<file path="src/rtl/talker_pkg.sv">
package talker_pkg;

  typedef enum logic [1:0] {
    TK_IDLE = 2'd0,
    TK_INH  = 2'd1,
    TK_SEND = 2'd2,
    TK_PARK = 2'd3
  } tk_state_e;

  // 1-based port number carried by lane 'lane' of a group of 'nports'
  function automatic int unsigned port_for_lane(input int unsigned lane,
                                                input int unsigned nports);
    return nports - lane;
  endfunction

  function automatic logic lane_is_final(input int unsigned lane,
                                         input int unsigned nports);
    return lane == nports - 1;
  endfunction

endpackage

</file>
<file path="src/rtl/inhibit_timer.sv">
module inhibit_timer #(
  parameter int unsigned INH_CYCLES = 3
) (
  input  logic clk,
  input  logic rst_n,
  input  logic start,
  output logic active,
  output logic done
);
  localparam int unsigned CW = (INH_CYCLES < 2) ? 1 : $clog2(INH_CYCLES);

  logic [CW-1:0] cnt;

  always_ff @(posedge clk) begin
    if (!rst_n) begin
      active <= 1'b0;
      cnt    <= '0;
    end else if (start) begin
      active <= 1'b1;
      cnt    <= CW'(INH_CYCLES - 1);
    end else if (active) begin
      if (cnt == '0) active <= 1'b0;
      else           cnt    <= cnt - 1'b1;
    end
  end

  assign done = active && (cnt == '0);

  a_r2_window_closes: assert property (@(posedge clk) disable iff (!rst_n)
    done |=> !active);
  a_r2_no_restart_inside: assert property (@(posedge clk) disable iff (!rst_n)
    start |-> !active);

endmodule

</file>
<file path="src/rtl/sample_bank.sv">
module sample_bank #(
  parameter int unsigned NPORTS = 5,
  parameter int unsigned W      = 8,
  parameter int unsigned LANE_W = 3
) (
  input  logic                  clk,
  input  logic                  rst_n,
  input  logic                  capture,
  input  logic [NPORTS*W-1:0]   port_in,
  input  logic [LANE_W-1:0]     lane,
  output logic [W-1:0]          lane_byte
);
  import talker_pkg::*;

  logic [W-1:0] held [NPORTS];

  for (genvar p = 0; p < NPORTS; p++) begin : g_port
    always_ff @(posedge clk) begin
      if (!rst_n)       held[p] <= '0;
      else if (capture) held[p] <= port_in[p*W +: W];
    end
  end

  always_comb begin
    lane_byte = '0;
    for (int p = 0; p < NPORTS; p++) begin
      if (port_for_lane(32'(lane), NPORTS) == p + 1) lane_byte = held[p];
    end
  end

endmodule

</file>
<file path="src/rtl/talk_fsm.sv">
module talk_fsm #(
  parameter int unsigned NPORTS = 5,
  parameter int unsigned LANE_W = 3
) (
  input  logic                    clk,
  input  logic                    rst_n,
  input  logic                    talk_en,
  input  logic                    inh_done,
  input  logic                    xfer,
  output talker_pkg::tk_state_e   state,
  output logic [LANE_W-1:0]       lane,
  output logic                    start_inh,
  output logic                    at_final
);
  import talker_pkg::*;

  tk_state_e nxt;

  assign at_final  = lane_is_final(32'(lane), NPORTS);
  assign start_inh = ((state == TK_IDLE) && talk_en) ||
                     ((state == TK_SEND) && talk_en && xfer && at_final);

  always_comb begin
    nxt = state;
    unique case (state)
      TK_IDLE: if (talk_en) nxt = TK_INH;
      TK_INH:  if (inh_done) nxt = talk_en ? TK_SEND : TK_PARK;
      TK_SEND: begin
        if (!talk_en)                nxt = TK_IDLE;
        else if (xfer && at_final)   nxt = TK_INH;
      end
      TK_PARK: if (talk_en) nxt = TK_SEND;
      default: nxt = TK_IDLE;
    endcase
  end

  always_ff @(posedge clk) begin
    if (!rst_n) begin
      state <= TK_IDLE;
      lane  <= '0;
    end else begin
      state <= nxt;
      if (nxt != TK_SEND)                    lane <= '0;
      else if (state == TK_SEND && xfer)     lane <= lane + 1'b1;
    end
  end

  a_r9_park_resumes: assert property (@(posedge clk) disable iff (!rst_n)
    (state == TK_PARK && talk_en) |=> (state == TK_SEND && lane == '0));
  a_r8_abort_to_idle: assert property (@(posedge clk) disable iff (!rst_n)
    (state == TK_SEND && !talk_en) |=> (state == TK_IDLE));

endmodule

</file>
<file path="src/rtl/trig_stretch.sv">
module trig_stretch #(
  parameter int unsigned TRIG_CYCLES = 10000
) (
  input  logic clk,
  input  logic rst_n,
  input  logic req,
  output logic pulse
);
  localparam int unsigned CW = $clog2(TRIG_CYCLES + 1);

  logic [CW-1:0] cnt;

  always_ff @(posedge clk) begin
    if (!rst_n)          cnt <= '0;
    else if (req)        cnt <= CW'(TRIG_CYCLES);
    else if (cnt != '0)  cnt <= cnt - 1'b1;
  end

  assign pulse = (cnt != '0);

  a_r10_rise_needs_req: assert property (@(posedge clk) disable iff (!rst_n)
    $rose(pulse) |-> $past(req));
  a_r10_req_gives_pulse: assert property (@(posedge clk) disable iff (!rst_n)
    req |=> pulse);

endmodule

</file>
<file path="src/rtl/port_talker.sv">
module port_talker #(
  parameter int unsigned NPORTS      = 5,
  parameter int unsigned W           = 8,
  parameter int unsigned INH_CYCLES  = 3,
  parameter int unsigned TRIG_CYCLES = 10000
) (
  input  logic                 clk,
  input  logic                 rst_n,
  input  logic                 talk_en,
  input  logic [NPORTS*W-1:0]  port_in,
  output logic                 inhibit,
  output logic [W-1:0]         tx_data,
  output logic                 tx_valid,
  output logic                 tx_last,
  input  logic                 tx_ready,
  input  logic                 trig_req,
  output logic                 trig_out
);
  import talker_pkg::*;

  localparam int unsigned LANE_W = (NPORTS < 2) ? 1 : $clog2(NPORTS);

  tk_state_e         state;
  logic [LANE_W-1:0] lane;
  logic              start_inh;
  logic              inh_done;
  logic              at_final;
  logic              xfer;
  logic              capture_evt;

  assign xfer        = tx_valid && tx_ready;
  assign capture_evt = inh_done;

  talk_fsm #(.NPORTS(NPORTS), .LANE_W(LANE_W)) u_fsm (
    .clk(clk), .rst_n(rst_n), .talk_en(talk_en), .inh_done(inh_done),
    .xfer(xfer), .state(state), .lane(lane), .start_inh(start_inh),
    .at_final(at_final)
  );

  inhibit_timer #(.INH_CYCLES(INH_CYCLES)) u_inh (
    .clk(clk), .rst_n(rst_n), .start(start_inh),
    .active(inhibit), .done(inh_done)
  );

  sample_bank #(.NPORTS(NPORTS), .W(W), .LANE_W(LANE_W)) u_bank (
    .clk(clk), .rst_n(rst_n), .capture(capture_evt), .port_in(port_in),
    .lane(lane), .lane_byte(tx_data)
  );

  trig_stretch #(.TRIG_CYCLES(TRIG_CYCLES)) u_trig (
    .clk(clk), .rst_n(rst_n), .req(trig_req), .pulse(trig_out)
  );

  assign tx_valid = (state == TK_SEND) && talk_en;
  assign tx_last  = tx_valid && at_final;

  a_r3_inhibit_excludes_valid: assert property (@(posedge clk) disable iff (!rst_n)
    !(inhibit && tx_valid));
  a_r2_state_tracks_timer: assert property (@(posedge clk) disable iff (!rst_n)
    (state == TK_INH) == inhibit);
  a_r3_fall_after_capture: assert property (@(posedge clk) disable iff (!rst_n)
    $fell(inhibit) |-> $past(capture_evt));
  a_r7_prefetch_follows_last: assert property (@(posedge clk) disable iff (!rst_n)
    (xfer && tx_last) |=> inhibit);
  a_r6_hold_under_stall: assert property (@(posedge clk) disable iff (!rst_n)
    (tx_valid && !tx_ready) |=> (!tx_valid || ($stable(tx_data) && $stable(tx_last))));
  a_r8_no_valid_deselected: assert property (@(posedge clk) disable iff (!rst_n)
    !talk_en |-> !tx_valid);

endmodule

</file>
<file path="config.mk">
export PLATFORM = sky130hd
export DESIGN_NAME = port_talker
export DESIGN_NICKNAME = d
export VERILOG_FILES = /design/src/rtl/talker_pkg.sv /design/src/rtl/inhibit_timer.sv /design/src/rtl/sample_bank.sv /design/src/rtl/talk_fsm.sv /design/src/rtl/trig_stretch.sv /design/src/rtl/port_talker.sv
export SDC_FILE = /design/constraint.sdc
export NUM_CORES = 1
export LEC_CHECK = 0
export ABC_AREA = 1
export CAP_MARGIN = 20
export CORE_MARGIN = 3
export CORE_UTILIZATION = 36
export CTS_CLUSTER_DIAMETER = 80
export DETAILED_ROUTE_END_ITERATION = 16
export PLACE_DENSITY = 0.57
export SLEW_MARGIN = 20
export SYNTH_ARGS = -nofsm -noshare
export SYNTH_HDL_FRONTEND = slang
export SYNTH_SLANG_ARGS = --single-unit
</file>
<file path="constraint.sdc">
create_clock -name clk -period 5 [get_ports clk]
set_input_delay 0.75 -clock clk [delete_from_list [all_inputs] [get_ports clk]]
set_output_delay 0.75 -clock clk [all_outputs]
set_load 0.02 [all_outputs]
</file>
==> metrics.txt <==
Clock Skews 3.80 ps; global route overflow 0; Worst setup EP type output port; Post-CTS Resized 0; Worst EP required 4250 ps; gr usage total 0.140; first-pass iteration count of the detailed router 4; initial DRC count between 100 and 150; Max rail drop VDD 0.128 mV; Num CTS Buffers 9; max-capacitance violation count 0; Yosys warning count 0; Vias/cell roughly 4.5; std cell rows 33; initial core utilization 0.374; clock tree buffer depth 2; detailed-route via count 2487; DR DRC count 0; Top Usage Layer GRT met2; outcome complete, no violations; initial antenna violation count 0; largest net degree at the start of global routing 41; Power per Cell Area 296 nW/um^2; Slew headroom 0.645; Detail Route Antenna Nets 0; routed length per placed instance 11.9 um; vias in the first global route 2371; core area between 8000 and 9000 um^2; Startpoint Class flop; slew at the pin closest to its max-slew limit 531 ps; Leak Pwr 1.80 nW; GPL Wtd Cong ~0.84; CP Data Arrival Time 2550 ps; largest area contributor in the netlist edfxtp_1; Hold WC Path Type reg2reg; Crit Path Max Fanout 16; Clock Sinks 62; critical path class reg2out; Post-synth EDFFs 40; minimum clock period approximately 3300 ps; Fin. Hold Viols 0; RSZ-0062 raised after global routing false; Netlist cell types 26; Seq/Total Area, Yosys 0.529; CTS tree done; # diodes 0; Area Growth Syn to Fin 26.6%; crit share post-route 0.659; Worst-Skew Late Latency roughly 330 ps; H-tree depth 3; average size of a mapped cell 8.04 um^2; GRT met3 Usage 0.0304; FILL cells 839; R2R depth 7; post-cts hold buffer count 0; met1 usage 0.193; hpwl dp just under 5000 um; share of post-route cells with drive strength above 1 0.0554; Overall Power 1.16 mW; post-synth top area share 0.387; Synth Cell Area 3100 um^2; Max Clk Rate 303 MHz; GR Layer Usage met2 0.208; syn_nets 437; die area 9770 um^2; Post-synth ARST share 0; wire length of the first global-routing pass 10700 um; clock transition at the registers of the reported paths around 60 ps; Post-Route WL ~6600 um; ys flop type edfxtp_1; Layout Nets 497; Buffers on Ports 56; Die Ht 98.8 um; Root Buffer clkbuf_8; Post-synth top cells nor2_1 (86), inv_1 (71), nand2_1 (71); final setup violation count 0; flops & latches, synth 62; Ports 57; count leader, synth nor2_1; fin. max-slew vios 0; Area contributors post-synth edfxtp_1 (39%), dfxtp_1 (14%), nor2_1 (10%); Post-Synthesis Cells slightly below 400; die width between 90 and 100 um; Hold Path Depth 1; setup TNS 0 ps; Setup Fix Bufs, Post-CTS 0
-- layer usage --
layer / vias to the layer above / wire length [um] / share of wire
li1: 1319 / - / -
met1: 1112 / 3310 / 0.50
met2: 47 / 2940 / 0.44
met3: 9 / 242 / 0.037
met4: 0 / 130 / 0.020
met5: - / 0 / 0
-- through the flow --
step	hold slack [ps]	cell area [um^2]	instances	util	setup slack (ps)
2_1_floorplan	436	3100	386	-	2620
3_3_place_gp	447	3760	540	0.454	2110
3_5_place_dp	449	3760	540	0.454	2030
4_1_cts	462	3930	556	0.473	1660
5_1_grt	500	3930	556	0.473	1460
6_report	458	3930	556	0.473	1700
-- registers in the layout, indices dropped and copies added, names as in the netlist --
signal / flops
u_inh.cnt: 2
u_trig.cnt: 14
u_bank.held: 40
u_fsm.state: 2
u_inh.active: 1
u_fsm.lane: 3
-- cell type report --
| class | count | area, um^2 | area share |
|---|---|---|---|
| tap | 105 | 131 | 0.0335 |
| inverter | 75 | 282 | 0.0717 |
| multi-input combinational | 240 | 1130 | 0.289 |
| timing repair buffer | 58 | 576 | 0.147 |
| clock buffer | 14 | 153 | 0.0389 |
| clock inverter | 2 | 10.0 | 0.00255 |
| sequential | 62 | 1640 | 0.418 |
-- path summary, 6_finish.rpt --
kind	start	to	slack, ps
worst max register to register	u_trig.cnt[0]	u_trig.cnt[3]	3360
worst min register to register	u_trig.cnt[0]	u_trig.cnt[0]	460
worst max-delay path	u_fsm.lane[1]	tx_data[6]	1700
worst min-delay path	u_trig.cnt[0]	u_trig.cnt[0]	460
-- cells by family after synthesis --
logic type,Yosys count,share of synthesized area
compound gates,31,0.0589
xor+xnor,7,0.0198
fa+ha+maj,6,0.0242
buf+inv,84,0.105
flops,62,0.529
simple gates,196,0.263
-- critical path, stage by stage, from the launching register on --
cell and delay [ps]:
dfxtp_1 330, inv_1 110, ha_1 360, nand2_1 400
nand2_1 180, inv_1 50, a21oi_1 160, clkdlybuf4s50_1 620
-- where the power goes --
part	switching [mW]	internal [mW]	total, mW
clock	0.184	0.193	0.377
combinational	0.0990	0.0812	0.180
sequential	0.0211	0.586	0.607
total	0.304	0.860	1.16
-- layout by cell type (no fill, tap or decap), types with 2 or more instances in the layout --
master / count
a21oi_1: 15
buf_4: 2
clkbuf_1: 4
clkbuf_8: 10
clkdlybuf4s50_1: 56
clkinv_2: 2
dfxtp_1: 22
edfxtp_1: 40
ha_1: 6
inv_1: 71
inv_2: 4
nand2_1: 71
nand3_1: 31
nor2_1: 86
nor2_2: 2
nor2_4: 2
o211ai_1: 8
o21ai_0: 2
o21ai_1: 3
xor2_1: 6
Power figures use the tool's default switching activity.
